[src/rtl/ctm_pkg.sv]
package ctm_pkg;

    typedef enum logic [1:0] {
        CLK_OFF  = 2'd0,
        CLK_RUN  = 2'd1,
        CLK_HOLD = 2'd2
    } clk_state_e;

    localparam logic [2:0] A_CMD  = 3'd0;
    localparam logic [2:0] A_MODE = 3'd1;
    localparam logic [2:0] A_RA   = 3'd2;
    localparam logic [2:0] A_RB   = 3'd3;
    localparam logic [2:0] A_RC   = 3'd4;
    localparam logic [2:0] A_STS  = 3'd5;
    localparam logic [2:0] A_MSET = 3'd6;
    localparam logic [2:0] A_MCLR = 3'd7;

    typedef struct packed {
        logic [1:0] rb_edge;
        logic [1:0] ra_edge;
        logic       rc_restart;
        logic       trig_src;
        logic [1:0] trig_edge;
        logic       dis_on_rb;
        logic       stop_on_rb;
        logic [1:0] gate;
        logic       inv;
        logic [2:0] clksel;
    } mode_t;

    // 01 rising, 10 falling, 11 either, 00 none
    function automatic logic edge_hit(input logic [1:0] sel, input logic rise, input logic fall);
        return (sel[0] & rise) | (sel[1] & fall);
    endfunction

endpackage

[src/rtl/ctm_sync.sv]
module ctm_sync #(
    parameter int W = 1
) (
    input  logic         clk,
    input  logic         rst_n,
    input  logic [W-1:0] din,
    output logic [W-1:0] lvl
);
    logic [W-1:0] s1_q, s2_q;

    always_ff @(posedge clk or negedge rst_n) begin
        if (!rst_n) begin
            s1_q <= '0;
            s2_q <= '0;
        end else begin
            s1_q <= din;
            s2_q <= s1_q;
        end
    end

    assign lvl = s2_q;
endmodule

[src/rtl/ctm_clk_sel.sv]
module ctm_clk_sel (
    input  logic       clk,
    input  logic       rst_n,
    input  logic [2:0] sel,
    input  logic       inv,
    input  logic [1:0] gate,
    input  logic [2:0] xc_lvl,
    output logic       tick
);
    localparam int NTAP = 5;
    localparam int TAP [NTAP] = '{0, 2, 4, 6, 9};
    localparam int DIV_W = TAP[NTAP-1] + 1;

    logic [DIV_W-1:0] div_q;
    logic [NTAP-1:0]  tap_lvl;
    logic             src_lvl, gated, cur, prev_q;

    always_ff @(posedge clk or negedge rst_n) begin
        if (!rst_n) div_q <= '0;
        else        div_q <= div_q + 1'b1;
    end

    for (genvar i = 0; i < NTAP; i++) begin : g_tap
        assign tap_lvl[i] = div_q[TAP[i]];
    end

    always_comb begin
        if (sel < 3'(NTAP)) src_lvl = tap_lvl[sel];
        else                src_lvl = xc_lvl[2'(sel - 3'(NTAP))];
        if (gate == 2'd0)   gated = src_lvl;
        else                gated = src_lvl & xc_lvl[gate - 2'd1];
        cur = gated ^ inv;
    end

    always_ff @(posedge clk or negedge rst_n) begin
        if (!rst_n) prev_q <= 1'b0;
        else        prev_q <= cur;
    end

    assign tick = cur & ~prev_q;
endmodule

[src/rtl/ctm_clk_fsm.sv]
module ctm_clk_fsm
    import ctm_pkg::*;
(
    input  logic clk,
    input  logic rst_n,
    input  logic en_cmd,
    input  logic dis_cmd,
    input  logic trig,
    input  logic rb_stop,
    input  logic rb_dis,
    output logic count_ok,
    output logic clk_on
);
    clk_state_e st_q, st_d;

    always_ff @(posedge clk or negedge rst_n) begin
        if (!rst_n) st_q <= CLK_OFF;
        else        st_q <= st_d;
    end

    always_comb begin
        st_d = st_q;
        if (dis_cmd || rb_dis) begin
            st_d = CLK_OFF;                        // HALT
        end else begin
            unique case (st_q)
                CLK_OFF:  if (en_cmd)  st_d = CLK_RUN;  // GO
                CLK_RUN:  if (rb_stop) st_d = CLK_HOLD; // PAUSE
                CLK_HOLD: if (trig)    st_d = CLK_RUN;  // RESUME
                default:               st_d = CLK_OFF;
            endcase
        end
    end

    always_comb begin
        unique case (st_q)
            CLK_RUN:  begin count_ok = 1'b1; clk_on = 1'b1; end
            CLK_HOLD: begin count_ok = 1'b0; clk_on = 1'b1; end
            default:  begin count_ok = 1'b0; clk_on = 1'b0; end
        endcase
    end
endmodule

[src/rtl/capture_timer.sv]
module capture_timer
    import ctm_pkg::*;
#(
    parameter int CNT_W = 16
) (
    input  logic             clk,
    input  logic             rst_n,
    input  logic             wr_en,
    input  logic             rd_en,
    input  logic [2:0]       addr,
    input  logic [CNT_W-1:0] wdata,
    output logic [CNT_W-1:0] rdata,
    input  logic [2:0]       xc,
    input  logic             tio_a,
    input  logic             tio_b,
    output logic             irq
);
    localparam int NSRC = 8;
    localparam int MODE_W = $bits(mode_t);

    mode_t            mode_q;
    logic [CNT_W-1:0] cnt_q, ra_q, rb_q, rc_q, cnt_inc;
    logic [NSRC-1:0]  sts_q, mask_q, evt;
    logic             ra_loaded, ra_unread, rb_unread;
    logic [2:0]       xc_lvl;
    logic [1:0]       tio_lvl, tio_prev_q, tio_rise, tio_fall;
    logic             tick, count_ok, clk_on, tick_ok;
    logic             wr_cmd, en_cmd, dis_cmd, sw_trg, ext_trg, trig, rc_rst;
    logic             ra_hit, rb_hit, rc_hit, ovf, ld_a, ld_b, lovr;

    ctm_sync #(.W(3)) u_xc_sync  (.clk(clk), .rst_n(rst_n), .din(xc), .lvl(xc_lvl));
    ctm_sync #(.W(2)) u_tio_sync (.clk(clk), .rst_n(rst_n), .din({tio_b, tio_a}), .lvl(tio_lvl));

    ctm_clk_sel u_sel (
        .clk(clk), .rst_n(rst_n), .sel(mode_q.clksel), .inv(mode_q.inv),
        .gate(mode_q.gate), .xc_lvl(xc_lvl), .tick(tick)
    );

    always_ff @(posedge clk or negedge rst_n) begin
        if (!rst_n) tio_prev_q <= '0;
        else        tio_prev_q <= tio_lvl;
    end
    assign tio_rise = tio_lvl & ~tio_prev_q;
    assign tio_fall = ~tio_lvl & tio_prev_q;

    // command decode
    assign wr_cmd  = wr_en && (addr == A_CMD);
    assign en_cmd  = wr_cmd && wdata[0];
    assign dis_cmd = wr_cmd && wdata[1];
    assign sw_trg  = wr_cmd && wdata[2];

    // event detection
    assign ext_trg = edge_hit(mode_q.trig_edge, tio_rise[mode_q.trig_src], tio_fall[mode_q.trig_src]);
    assign tick_ok = tick && count_ok;
    assign cnt_inc = cnt_q + 1'b1;
    assign rc_hit  = tick_ok && (cnt_inc == rc_q);
    assign ra_hit  = tick_ok && (cnt_inc == ra_q);
    assign rb_hit  = tick_ok && (cnt_inc == rb_q);
    assign ovf     = tick_ok && (cnt_q == '1);
    assign rc_rst  = rc_hit && mode_q.rc_restart;
    assign trig    = sw_trg || ext_trg || rc_rst;
    assign ld_a    = edge_hit(mode_q.ra_edge, tio_rise[0], tio_fall[0]) && !ra_loaded;
    assign ld_b    = edge_hit(mode_q.rb_edge, tio_rise[0], tio_fall[0]) && ra_loaded;
    assign lovr    = (ld_a && ra_unread) || (ld_b && rb_unread);
    assign evt     = {ext_trg, ld_b, ld_a, rc_hit, rb_hit, ra_hit, lovr, ovf};

    ctm_clk_fsm u_fsm (
        .clk(clk), .rst_n(rst_n), .en_cmd(en_cmd), .dis_cmd(dis_cmd), .trig(trig),
        .rb_stop(ld_b && mode_q.stop_on_rb), .rb_dis(ld_b && mode_q.dis_on_rb),
        .count_ok(count_ok), .clk_on(clk_on)
    );

    // counter and capture sequencing
    always_ff @(posedge clk or negedge rst_n) begin
        if (!rst_n) begin
            cnt_q     <= '0;
            ra_q      <= '0;
            rb_q      <= '0;
            ra_loaded <= 1'b0;
            ra_unread <= 1'b0;
            rb_unread <= 1'b0;
        end else begin
            if (trig)         cnt_q <= '0;
            else if (tick_ok) cnt_q <= cnt_inc;

            if (ld_a) ra_q <= cnt_q;
            if (ld_b) rb_q <= cnt_q;

            if (trig)      ra_loaded <= 1'b0;
            else if (ld_a) ra_loaded <= 1'b1;
            else if (ld_b) ra_loaded <= 1'b0;

            if (ld_a)                             ra_unread <= 1'b1;
            else if (rd_en && addr == A_RA)       ra_unread <= 1'b0;
            if (ld_b)                             rb_unread <= 1'b1;
            else if (rd_en && addr == A_RB)       rb_unread <= 1'b0;
        end
    end

    // programmable registers, status and mask
    always_ff @(posedge clk or negedge rst_n) begin
        if (!rst_n) begin
            mode_q <= '0;
            rc_q   <= '0;
            sts_q  <= '0;
            mask_q <= '0;
        end else begin
            if (wr_en && addr == A_MODE) mode_q <= mode_t'(wdata[MODE_W-1:0]);
            if (wr_en && addr == A_RC)   rc_q   <= wdata;
            if (wr_en && addr == A_MSET) mask_q <= mask_q | wdata[NSRC-1:0];
            if (wr_en && addr == A_MCLR) mask_q <= mask_q & ~wdata[NSRC-1:0];
            sts_q <= ((rd_en && addr == A_STS) ? '0 : sts_q) | evt;
        end
    end

    assign irq = |(sts_q & mask_q);

    always_comb begin
        unique case (addr)
            A_CMD:   rdata = cnt_q;
            A_MODE:  rdata = CNT_W'(mode_q);
            A_RA:    rdata = ra_q;
            A_RB:    rdata = rb_q;
            A_RC:    rdata = rc_q;
            A_STS:   rdata = CNT_W'(sts_q);
            A_MSET:  rdata = CNT_W'(mask_q);
            default: rdata = '0;
        endcase
    end
endmodule

[config.mk]
export PLATFORM = sky130hd
export DESIGN_NAME = capture_timer
export DESIGN_NICKNAME = d
export VERILOG_FILES = /design/src/rtl/ctm_pkg.sv /design/src/rtl/ctm_sync.sv /design/src/rtl/ctm_clk_sel.sv /design/src/rtl/ctm_clk_fsm.sv /design/src/rtl/capture_timer.sv
export SDC_FILE = /design/constraint.sdc
export NUM_CORES = 1
export LEC_CHECK = 0
export CAP_MARGIN = 20
export CORE_ASPECT_RATIO = 1.25
export CORE_MARGIN = 2
export CORE_UTILIZATION = 40
export DETAILED_ROUTE_END_ITERATION = 12
export DONT_BUFFER_PORTS = 1
export PLACE_DENSITY = 0.59
export SLEW_MARGIN = 20
export SYNTH_ARGS = -nofsm -noshare
export SYNTH_HDL_FRONTEND = slang
export SYNTH_SLANG_ARGS = --single-unit
[constraint.sdc]
create_clock -name clk -period 3.05 [get_ports clk]
set_input_delay 0.4575 -clock clk [delete_from_list [all_inputs] [get_ports clk]]
set_output_delay 0.4575 -clock clk [all_outputs]
set_load 0.05 [all_outputs]
Word-level counts from Yosys, hierarchy flattened
Index checks and enable logic that the tools add are counted.
- add/subtract/negate cells: 4
- magnitude comparators: 5
- equality and inequality tests: 16
- muxes and demuxes: 31
- bitwise gates (word level): 22
- reduce and logical (&&, ||, !) cells: 38
- operators with widths (cell ; number):
    one-hot mux 16 bit (7 select lines) ; 1
    equality test 16 bit ; 3
    two-way mux 16 bit ; 2
    two-way mux 8 bit ; 3
    logical AND 1 bit ; 23
    two-way mux 1 bit ; 17
    adder 16 x 1 -> 16 bit (second input constant) ; 1
    bitwise AND 8 bit ; 2
    equality test 16 bit (second input constant) ; 1
    OR 8 bit ; 2
    equality test 3 bit (second input constant) ; 4
    adder 10 x 1 -> 10 bit (second input constant) ; 1
    bitwise AND 1 bit ; 8
    two-way mux 2 bit ; 4
    NOT 8 bit ; 1
    nonzero test 2 bit ; 4
    OR reduction 8 bit ; 1
    equality test 3 x 2 -> 1 bit (second input constant) ; 2
    less-than comparator 2 x 3 -> 1 bit (second input constant) ; 2
    != test 3 x 2 -> 1 bit (second input constant) ; 2
    one-hot mux 2 bit (3 select lines) ; 1
    bitwise AND 2 bit ; 2
    binary-select mux 1 bit (select 2 bit) ; 2
    logical NOT 2 bit ; 2
    18 further kinds ; 25
- flip-flop bits (word level): 124
- bits of input ports: 28
- output and inout bits: 17
- logic and storage cells: 143

Longest topological paths before layout
Gate-level depths: netlist of run 1.
- depth after elaboration: 15
- mapped depth: 10
- depth with buffers taken out: 9

By module
A second synthesis of run 1 with hierarchy kept.
- cells, all modules: 707
- area, all modules: 7272.0 um^2
- by module, submodules not included (module ; instances ; cells an instance ; area each (um^2) ; sequential area each (um^2)):
    capture_timer ; 1 ; 630 ; 6282.3 ; 2527.4
    ctm_clk_sel ; 1 ; 48 ; 563.0 ; 275.3
    ctm_clk_fsm ; 1 ; 19 ; 176.4 ; 50.0
    ctm_sync at u_xc_sync ; 1 ; 6 ; 150.1 ; 150.1
    ctm_sync at u_tio_sync ; 1 ; 4 ; 100.1 ; 100.1

Least setup slack after synthesis of run 1
Ideal clock, no wire load.
- path type: in2out
- from: in addr[0]
- to: out rdata[2]
- arrival time: 2.461 ns
- data required time: 2.592 ns
- slack: 0.131 ns
- stages on the path: 5
- buffers on the path: 3
- cells stage by stage: clkbuf_1 > clkbuf_1 > clkbuf_1 > a22oi_1 > o21ai_0
- cells in the longest elaborated chain, start to end: 2
- elaborated cells on any way between the ends: 8
- classes of those cells: 6 x eq/ne; 1 x mux; 1 x reduce/logical
- ends and longest elaborated chain (item ; RTL line ; text):
    from (decl) ; capture_timer.sv:10 ; input logic [2:0] addr,
    equality test 3 bit (tied with other cells) ; capture_timer.sv:119 ; unique case (addr)
    one-hot mux 16 bit (7 select lines) (*) ; capture_timer.sv:119 ;
    to (decl) ; capture_timer.sv:12 ; output logic [CNT_W-1:0] rdata,
Mark *: on every way between the ends. The rest lies on a longest branch, timed or not.

Final worst setup path of run 1
- from: reg mode_q[4] in the netlist's numbering
- to: reg cnt_q[6]
- cells in the longest elaborated chain, start to end: 12
- elaborated cells on any way between the ends: 14
- classes of those cells: 1 x add/sub; 4 x mux; 3 x bitwise; 6 x reduce/logical
- ends and longest elaborated chain (item ; RTL line ; text):
    from (decl) ; capture_timer.sv:21 ; mode_t mode_q;
    from (signal assigned) ; capture_timer.sv:108 ; if (wr_en && addr == A_MODE) mode_q <= mode_t'(wdata[MODE_W-1:0]);
    subtractor 2 x 1 -> 2 bit ; ctm_clk_sel.sv:31 ; else gated = src_lvl & xc_lvl[gate - 2'd1];
    binary-select mux 1 bit (select 2 bit) ; ctm_clk_sel.sv:31 ;
    two-way mux 1 bit (implied by the code) ; ctm_clk_sel.sv:31 ;
    bitwise AND 1 bit ; ctm_clk_sel.sv:31 ;
    two-way mux 1 bit (*) ; ctm_clk_sel.sv:30 ; if (gate == 2'd0) gated = src_lvl;
    bitwise XOR 1 bit (*) ; ctm_clk_sel.sv:32 ; cur = gated ^ inv;
    bitwise AND 1 bit (*) ; ctm_clk_sel.sv:40 ; assign tick = cur & ~prev_q;
    logical AND 1 bit (*) ; capture_timer.sv:54 ; assign tick_ok = tick && count_ok;
    logical AND 1 bit ; capture_timer.sv:56 ; assign rc_hit = tick_ok && (cnt_inc == rc_q);
    logical AND 1 bit ; capture_timer.sv:60 ; assign rc_rst = rc_hit && mode_q.rc_restart;
    logical OR 1 bit ; capture_timer.sv:61 ; assign trig = sw_trg || ext_trg || rc_rst;
    two-way mux 16 bit / nonzero test 2 bit (equally long branches) ; n/a ;
    to (signal assigned) ; capture_timer.sv:84 ; else if (tick_ok) cnt_q <= cnt_inc;
    to (decl) ; capture_timer.sv:22 ; logic [CNT_W-1:0] cnt_q, ra_q, rb_q, rc_q, cnt_inc;
Mark *: on every way between the ends. The rest lies on a longest branch, timed or not. The select of a mux whose other input is x is not followed.
A chain may end at the register's enable or synchronous reset.

==> impl_metrics.json, run 1 <==
{
  "status": "complete, but fails checks",
  "violations": "negative hold slack",
  "synth.distinct_cells": 70,
  "ys_top_cells_by_area": "dfrtp_1 44%, mux2_2 8.5%, xnor2_1 6.8%",
  "fin_tns_setup_ns": 0,
  "hold_viol": 124,
  "io_pins": 45,
  "cp.required_ns": 3.36,
  "met1_usage_pct": 29.40,
  "drt_iter0_markers": 401,
  "dp.cells": 897,
  "die_h_um": 151.9,
  "antenna_found_initial": 0,
  "cts_tree": "built",
  "die_w_um": 122.3,
  "grt_start_max_net_pins": 125,
  "p_int_mw": 3.482,
  "wl_um": 20610,
  "max_stage_delay_ns": 0.41,
  "whs_ns": -0.2709,
  "grt-busiest-layer": "met2",
  "clock_latency_ns": 0.42,
  "worstMarginPinSlew_ns": 0.9521,
  "synth-compound-area-share_pct": 10.04,
  "synth_common_cells": "124 x dfrtp_1, 86 x nand2_1, 54 x xnor2_1, 53 x mux2_2, 41 x nor2_1",
  "clock.fmax_mhz": 348.9,
  "die_area_um2": 18580,
  "synth-seq-cells": 124,
  "synth-simple-area-share_pct": 16.85,
  "grt_use_met3_pct": 3.341,
  "rsz0062_at_grt": "no",
  "netlist.area_leader.share_pct": 44.33,
  "p_seq_share_pct": 41.4,
  "coreArea_um2": 17300,
  "slowest_stage": "a2111o_1",
  "detail-route-antenna-nets": 0,
  "drive_above_1_share_pct": 23.40,
  "cap_violations": 0,
  "switching_share_pct": 32.09,
  "drtPass1Iterations": 5,
  "finalWorstSetupSlack_ns": 0.1837,
  "period_share_pct": 93.98,
  "clkSinkCount": 124,
  "cts_buffer_depth": 2,
  "hpwl_um": 14870,
  "dr_total_vias": 5312,
  "place_congestion": 0.9020,
  "async_flop_share_pct": 100.0,
  "max_slew_margin_pct": 36.37,
  "yosysMostFrequentCell": "dfrtp_1",
  "antenna_cells": 0,
  "cp-start-kind": "flip-flop",
  "placementRows": 54,
  "drc_errors": 0,
  "synth_mux_area_share_pct": 13.10,
  "clkTransAtPathRegs_ns": 0.06,
  "cp_common_cell": "nor2_1",
  "switchingPower_mw": 1.646,
  "syn_area_per_cell_um2": 10.46,
  "pwr-share-clk_pct": 37.7,
  "synth_cells": 669,
  "path_class": "reg -> reg",
  "finish.utilization_pct": 46.24,
  "fillCellCount": 1646,
  "wire_per_inst_um": 22.19,
  "pwr-share-comb_pct": 21.0,
  "syn_area_um2": 7000,
  "port_buffers": 0,
  "start_util_pct": 40.47,
  "fin_cells": 929,
  "leakage_nw": 3.427,
  "hold_path_class": "in -> async",
  "crit_fanout": 15,
  "end_kind": "flip-flop",
  "setup_viol": 0,
  "clock_tree.root_cell": "clkbuf_16",
  "postCtsSetupRepairBufs": 0,
  "grt.overflow.total": 0,
  "cp.arrival_ns": 3.17,
  "yosysWarningCount": 0,
  "peakVddDrop_mv": 0.4072,
  "numCtsBuffers": 17,
  "period_minus_slack_ns": 2.866,
  "synth_nets": 700,
  "synth_xor_area_share_pct": 11.51,
  "synth_edf_count": 0,
  "dp_slack_ns": 0.06780,
  "critical_path.cell_chain": "inv_1 > ha_1 > mux2_1 > a221oi_2 > o311a_2 > nor2_1 > a2111o_1 > o31ai_4 > buf_12 > nor2_1",
  "synth_top_family_by_area": "simple AND/OR/NAND/NOR gates",
  "yosys.area_share.adder_pct": 0.5362,
  "synth_seq_area_share_pct": 44.33,
  "final_nets": 723,
  "grt_pass1_vias": 5586,
  "htreeDepth": 4,
  "grt_pass1_wl_um": 32600,
  "power_density_nw_per_um2": 641.1,
  "syn2layout_area_growth_pct": 14.24,
  "grt_usage_pct": 23.28,
  "drv_slew": 0,
  "yosys.area.top_type": "dfrtp_1",
  "synth-main-ff-cell": "dfrtp_1",
  "clock_skew_ns": 0.01158,
  "grtUsageMet2_pct": 39.29,
  "avgViaCountPerCell": 5.718
}
registers in the layout, indices dropped and copies added, names as in the netlist, named ones only:
| name | flops |
|---|---|
| ra_unread | 1 |
| ra_loaded | 1 |
| mode_q | 16 |
| rc_q | 16 |
| u_tio_sync.lvl | 2 |
| u_fsm.st_q | 2 |
| rb_unread | 1 |
| u_xc_sync.s1_q | 3 |
| u_tio_sync.s1_q | 2 |
| ra_q | 16 |
| u_sel.div_q | 10 |
| sts_q | 8 |
| tio_prev_q | 2 |
| rb_q | 16 |
| u_sel.prev_q | 1 |
| u_xc_sync.lvl | 3 |
| cnt_q | 16 |
placed cells by master (no fill, tap or decap), types with 3 or more instances in the layout:
| master | synthesis | final |
|---|---|---|
| inv_6 | 0 | 4 |
| xor2_1 | 25 | 25 |
| a22o_1 | 4 | 4 |
| clkinv_2 | 0 | 5 |
| o21ai_1 | 0 | 4 |
| a22oi_1 | 16 | 16 |
| inv_1 | 13 | 13 |
| nor2_1 | 41 | 41 |
| xnor2_1 | 54 | 54 |
| mux2_2 | 53 | 53 |
| nor3_1 | 6 | 6 |
| ha_1 | 3 | 3 |
| clkbuf_16 | 0 | 17 |
| nand4_1 | 10 | 10 |
| nand2b_1 | 3 | 3 |
| o21ai_0 | 28 | 24 |
| dfrtp_1 | 124 | 124 |
| mux4_2 | 5 | 5 |
| and3_1 | 9 | 9 |
| a21oi_1 | 16 | 16 |
| nor4_1 | 7 | 6 |
| a21o_1 | 3 | 3 |
| buf_4 | 7 | 45 |
| nand2_1 | 86 | 86 |
| nor2b_1 | 13 | 13 |
| a31oi_1 | 3 | 3 |
| and3b_1 | 3 | 3 |
| mux2i_1 | 17 | 17 |
| nor2_2 | 10 | 10 |
| nand3_1 | 19 | 19 |
| o221ai_1 | 9 | 9 |
logic make-up (layout without fill, tap and decap cells):
kind of cell	count (synthesis)	count (layout)
mux	77	77
buf+inv	55	91
flops	124	124
fa+ha+maj	3	3
xor+xnor	84	84
simple gates	229	229
compound gates	97	97
cell type report:
class	count	area [um2]	share of cell area, %
Clock buffer	19	442.9	5.538
Clock inverter	13	115.1	1.439
Inverter	13	48.80	0.6101
Multi-Input combinational cell	490	3650	45.64
Sequential cell	124	3103	38.80
Tap cell	224	280.3	3.504
Timing Repair Buffer	46	357.8	4.474
final timing paths:
check / start / end / slack (ns) / cells after the start
min: rst_n / rc_q[15]$_DFFE_PN0P_ / -0.27 / 0
max reg2reg: mode_q[4]$_DFFE_PN0P_ / cnt_q[6]$_DFFE_PN0P_ / 0.18 / 10
min reg2reg: u_tio_sync.s1_q[1]$_DFF_PN0_ / u_tio_sync.lvl[1]$_DFF_PN0_ / 0.35 / 0
max: mode_q[4]$_DFFE_PN0P_ / cnt_q[6]$_DFFE_PN0P_ / 0.18 / 10
min in group clk: tio_a / u_tio_sync.s1_q[0]$_DFF_PN0_ / 0.06 / 0
max in group asynchronous: rst_n / rb_q[5]$_DFFE_PN0P_ / 3.15 / 0
stage by stage:
step | instance area [um2] | total power, mW
2_1_floorplan | 7000 | 2.843
3_3_place_gp | 7433 | 3.190
3_5_place_dp | 7433 | 3.213
4_1_cts | 7991 | 5.143
5_1_grt | 7998 | 5.331
6_report | 7998 | 5.127
layer usage:
metal	up-vias	part of all wire [%]	wire, um
met4	0	2.4	486
met3	32	3.4	708
li1	2398	-	-
met1	2734	42	8671
met2	148	52	10750
met5	-	0	0
worst max-delay path: cells and delay by family, from the launching register on:
family	cells	cell delay, ns
muxes	1	0.34
buffers and inverters	2	0.26
DFF	1	0.35
adders and majority gates	1	0.32
and+or+nand+nor	2	0.16
AOI/OAI and AO/OA	4	1.31
timing repair:
action | in CTS | in global routing
resized for setup | 0 | 1
hold endpoints to repair | 124 | 124
setup endpoints to repair | 0 | 17
power groups by stage:
stage	Clock [mW]	Combinational [mW]	Sequential [mW]
after detailed placement	0	1.07	2.14
after floorplan	0	0.821	2.02
after global placement	0	1.05	2.14
after global routing	2.02	1.16	2.14
after CTS	1.95	1.07	2.12
final	1.93	1.07	2.12
Power figures use the tool's default switching activity.
==> run 2: changes to the inputs <==
- CORE_UTILIZATION: 40 -> 51
- PLACE_DENSITY: 0.59 -> 0.71
- clock period: 3.05 -> 3.4 ns (I/O delays scaled with it)
==> run 2 against run 1 <==
  * The flow now finishes without violations
  * Sequential share of layout area grew 0.77 points
  * Setup slack gained 0.13 ns
  * Die area shrank 21%
  * First-iteration DRC count grew 3.2%
  * Critical path depth shrank 2
  * Sequential cell count is the same
  * Non-clock buffer count shrank 17
==> impl_metrics.json, run 2 (synthesis results as in run 1) <==
{
  "wl_met2_um": 9735,
  "final_nets": 706,
  "drv_slew": 0,
  "drive_above_1_share_pct": 21.37,
  "placementRows": 47,
  "detail-route-antenna-nets": 0,
  "clock_skew_ns": 0.007768,
  "cp-start-kind": "flip-flop",
  "wire_per_inst_um": 22.49,
  "antenna_cells": 0,
  "io_pins": 45,
  "cts_buffer_depth": 2,
  "die_h_um": 135.0,
  "clock_latency_ns": 0.43,
  "cap_violations": 0,
  "peakVddDrop_mv": 0.3967,
  "drtPass1Iterations": 5,
  "grt_pass1_vias": 5481,
  "final_common_cell": "dfrtp_1",
  "grt_usage_pct": 28.68,
  "clock.fmax_mhz": 323.6,
  "leakage_nw": 3.339,
  "syn2layout_area_growth_pct": 12.01,
  "period_minus_slack_ns": 3.090,
  "dr_total_vias": 5245,
  "numCtsBuffers": 17,
  "cts_tree": "built",
  "htreeDepth": 4,
  "status": "finished, final reports clean",
  "die_w_um": 108.8,
  "rsz0062_at_grt": "no",
  "die_area_um2": 14690,
  "finalWorstSetupSlack_ns": 0.3101,
  "end_kind": "flip-flop",
  "fin_tns_setup_ns": 0,
  "p_total_mw": 4.677,
  "avgViaCountPerCell": 6.106,
  "port_buffers": 0,
  "crit_fanout": 17,
  "final_cell_mix": "124 x dfrtp_1, 86 x nand2_1, 54 x xnor2_1",
  "clock_tree.root_cell": "clkbuf_16",
  "worstMarginPinSlew_ns": 0.9636,
  "coreArea_um2": 13350,
  "met1Wirelength_um": 7704,
  "dp_slack_ns": 0.3465,
  "setup_viol": 0,
  "period_share_pct": 90.88,
  "grt.overflow.total": 0,
  "path_class": "reg -> reg",
  "postCtsSetupRepairBufs": 0,
  "grt_start_max_net_pins": 125,
  "power_density_nw_per_um2": 596.5,
  "grt_pass1_wl_um": 31190,
  "wl_met3_um": 1095,
  "start_util_pct": 52.44,
  "ctsResizeCount": 0,
  "cp.arrival_ns": 3.39,
  "hpwl_um": 13930,
  "clkTransAtPathRegs_ns": 0.06,
  "hold_viol": 0,
  "place_congestion": 0.9609,
  "drc_errors": 0,
  "top_layer_used": "met4",
  "drt_iter0_markers": 414,
  "max_slew_margin_pct": 35.61,
  "wl_um": 19320,
  "clkSinkCount": 124,
  "cp.required_ns": 3.70,
  "hold_path_class": "in -> async",
  "antenna_found_initial": 0
}
run 2: metrics by stage:
| stage | instances | hold slack (ns) | utilization (%) | area (um2) |
|---|---|---|---|---|
| global placement | 826 | 0.2172 | 54.08 | 7219 |
| detailed placement | 826 | 0.2164 | 54.08 | 7219 |
| CTS | 859 | 0.08279 | 58.74 | 7841 |
| finish | 859 | 0.05503 | 58.74 | 7841 |
| floorplan | 669 | 0.2144 | - | 7000 |
| global route | 859 | 0.09327 | 58.74 | 7841 |
run 2: what timing repair did:
item                                   in CTS  in global routing
endpoints found under the hold margin     124                  0
hold buffers                                1                  0
setup endpoints to repair                   0                  0
run 2: worst paths after layout:
check,slack [ns],start,to,depth (start not counted)
min,0.06,rst_n,mode_q[15]$_DFFE_PN0P_,1
max in group asynchronous,2.91,rst_n,rb_q[12]$_DFFE_PN0P_,1
min reg2reg,0.35,u_xc_sync.s1_q[0]$_DFF_PN0_,u_xc_sync.lvl[0]$_DFF_PN0_,0
max,0.31,cnt_q[2]$_DFFE_PN0P_,cnt_q[5]$_DFFE_PN0P_,8
min in group clk,0.11,xc[1],u_xc_sync.s1_q[1]$_DFF_PN0_,0
max reg2reg,0.31,cnt_q[2]$_DFFE_PN0P_,cnt_q[5]$_DFFE_PN0P_,8
run 2: where the power goes:
part	total [mW]	leakage [nW]	switching (mW)	internal, mW
Clock	1.82	0.276	0.693	1.12
Combinational	0.950	1.47	0.548	0.402
Sequential	1.91	1.59	0.247	1.66
run 2: area by class of cell:
type	count	area, um2
flip-flops and latches	124	3103
multi-input cells	490	3643
well taps	171	214.0
clock buffers	20	456.7
clock inverters	12	137.6
inverters	13	48.80
repair buffers	29	237.7
fillers	1111	5508
run 2: critical path: stages (launching register included):
cell and delay [ns]:
dfrtp_1 0.60, nand3_2 0.29, nor4_1 0.57, xor3_1 0.32, a2111oi_2 0.32, nand4_2 0.22, o31ai_4 0.24, buf_4 0.30
nor2_1 0.10
run 2: routing by layer:
metal	vias up	global-route usage, %
met5	-	0
met4	0	14.53
met3	53	6.033
met2	199	47.29
met1	2624	35.43
li1	2369	-
==> run 3: changes to the inputs <==
==> constraint.sdc (replaced) <==
create_clock -name clk -period 3.4 [get_ports clk]
set_input_delay 0.68 -clock clk [delete_from_list [all_inputs] [get_ports clk]]
set_output_delay 0.68 -clock clk [all_outputs]
set_load 0.05 [all_outputs]
==> run 3 against run 2 <==
  * The run now ends with negative hold slack left
  * Sequential power about the same
  * Via count rose by 2.7%
  * Die area unchanged
  * Combinational power down 1%
  * Clock skew about the same
  * Clock-buffer cell count decreased by 2
  * Utilization increased by 0.22 points
  * Design area grew 0.38%
  * Routed wire length rose by 3.8%
  * Critical path depth grew 2
  * Critical path type unchanged
==> impl_metrics.json, run 3 (synthesis results as in run 1) <==
{
  "status": "complete, but fails checks",
  "violations": "negative hold slack",
  "port_buffers": 0,
  "clkSinkCount": 124,
  "path_delay_family": "compound AO/OA/AOI/OAI gates",
  "max_stage_delay_ns": 0.47,
  "htreeDepth": 4,
  "crit_fanout": 12,
  "path_class": "reg -> reg",
  "cts_buffer_depth": 2,
  "drt_iter0_markers": 513,
  "avgViaCountPerCell": 6.241,
  "die_area_um2": 14690,
  "wire_per_inst_um": 23.25,
  "pwr-share-comb_pct": 19.9,
  "grt_start_max_net_pins": 125,
  "cap_violations": 0,
  "pwr-share-clk_pct": 39.8,
  "hold_path_class": "in -> async",
  "leakage_nw": 3.376,
  "grt.overflow.total": 0,
  "end_kind": "flip-flop",
  "drv_slew": 0,
  "p_int_mw": 3.245,
  "dr_total_vias": 5386,
  "power_density_nw_per_um2": 600.7,
  "grt_pass1_wl_um": 31660,
  "rsz0062_at_grt": "no",
  "cp.arrival_ns": 3.46,
  "clock_latency_ns": 0.43,
  "die_w_um": 108.8,
  "antenna_cells": 0,
  "setup_viol": 0,
  "peakVddDrop_mv": 0.4550,
  "final_cell_mix": "124 x dfrtp_1, 86 x nand2_1, 54 x xnor2_1",
  "postCtsSetupRepairBufs": 0,
  "clock_skew_ns": 0.008261,
  "ctsResizeCount": 0,
  "final_common_cell": "dfrtp_1",
  "grt_pass1_vias": 5494,
  "placementRows": 47,
  "critical_path.cell_chain": "inv_1 > ha_1 > mux2_1 > a221oi_2 > o311a_2 > nor2_1 > a2111o_1 > o31ai_4 > buf_4 > nor2_2",
  "critPathBufInv": 2,
  "period_share_pct": 92.41,
  "slowest_stage": "a2111o_1",
  "detail-route-antenna-nets": 0,
  "place_congestion": 0.9736,
  "syn2layout_area_growth_pct": 12.44,
  "grt_usage_pct": 29.39,
  "drtPass1Iterations": 5,
  "drc_errors": 0,
  "whs_ns": -0.05799,
  "max_slew_margin_pct": 34.19,
  "final_nets": 711,
  "finalWorstSetupSlack_ns": 0.2581,
  "p_total_mw": 4.728,
  "worstMarginPinSlew_ns": 0.9848,
  "cp.required_ns": 3.72,
  "hold_viol": 124,
  "clock_tree.root_cell": "clkbuf_16",
  "cts_tree": "built",
  "switchingPower_mw": 1.483,
  "clock.fmax_mhz": 318.3,
  "drive_above_1_share_pct": 21.97,
  "die_h_um": 135.0,
  "switching_share_pct": 31.36,
  "fin_tns_setup_ns": 0,
  "clkTransAtPathRegs_ns": 0.06,
  "start_util_pct": 52.44,
  "numCtsBuffers": 17,
  "dp_slack_ns": 0.3382,
  "wl_um": 20060,
  "antenna_found_initial": 0,
  "coreArea_um2": 13350,
  "p_seq_share_pct": 40.4,
  "cp-start-kind": "flip-flop",
  "fillCellCount": 1094,
  "period_minus_slack_ns": 3.142,
  "io_pins": 45,
  "hpwl_um": 14270
}
==> run 3: area by class of cell <==
type / count / area, um2 / share of cell area [%]
timing repair buffer: 34 / 255.2 / 3.243
clock inverter: 13 / 167.7 / 2.130
tap: 171 / 214.0 / 2.718
inverter: 13 / 48.80 / 0.6199
sequential: 124 / 3103 / 39.42
multi-input combinational: 490 / 3643 / 46.29
clock buffer: 18 / 439.2 / 5.579
==> run 3: final timing paths <==
| path | startpoint | to | slack, ns | cells after the start |
|---|---|---|---|---|
| setup reg to reg | mode_q[4]$_DFFE_PN0P_ | cnt_q[13]$_DFFE_PN0P_ | 0.26 | 10 |
| min in group clk | xc[0] | u_xc_sync.s1_q[0]$_DFF_PN0_ | 0.27 | 0 |
| max in group asynchronous | rst_n | ra_q[6]$_DFFE_PN0P_ | 3.30 | 0 |
| setup / recovery | mode_q[4]$_DFFE_PN0P_ | cnt_q[13]$_DFFE_PN0P_ | 0.26 | 10 |
| hold / removal | rst_n | u_sel.div_q[5]$_DFF_PN0_ | -0.06 | 0 |
| hold reg to reg | u_xc_sync.s1_q[0]$_DFF_PN0_ | u_xc_sync.lvl[0]$_DFF_PN0_ | 0.35 | 0 |
==> run 3: worst reg2reg max path, delay by kind of cell (launching register included) <==
| family | cells | cell delay [ns] |
|---|---|---|
| muxes | 1 | 0.35 |
| and+or+nand+nor | 2 | 0.27 |
| DFF | 1 | 0.40 |
| adders and majority gates | 1 | 0.33 |
| buffers and inverters | 2 | 0.31 |
| AOI/OAI and AO/OA | 4 | 1.37 |
==> run 3: power by group through the flow <==
stage,combinational [mW],sequential [mW],clock (mW)
detailed placement,0.923,1.92,0
finish,0.940,1.91,1.88
floorplan,0.737,1.81,0
global placement,0.906,1.91,0
CTS,0.931,1.90,1.89
global route,1.01,1.93,1.96
==> run 3: stage by stage <==
stage	util, %	instances	cell area [um2]	hold slack (ns)
final	58.97	863	7871	-0.05799
after global routing	58.97	863	7871	-0.06739
after CTS	58.97	863	7871	-0.06972
after detailed placement	54.42	832	7264	0.3347
after global placement	54.42	832	7264	0.3389
after floorplan	-	669	7000	0.3312
==> run 3: routing by layer <==
layer  vias up  GRT usage (%)  routed length [um]
met3        75          5.164                 952
li1       2392              -                   -
met1      2714          36.93                8200
met2       205          47.57                9939
met4         0          16.74                 971
met5         -              0                   0
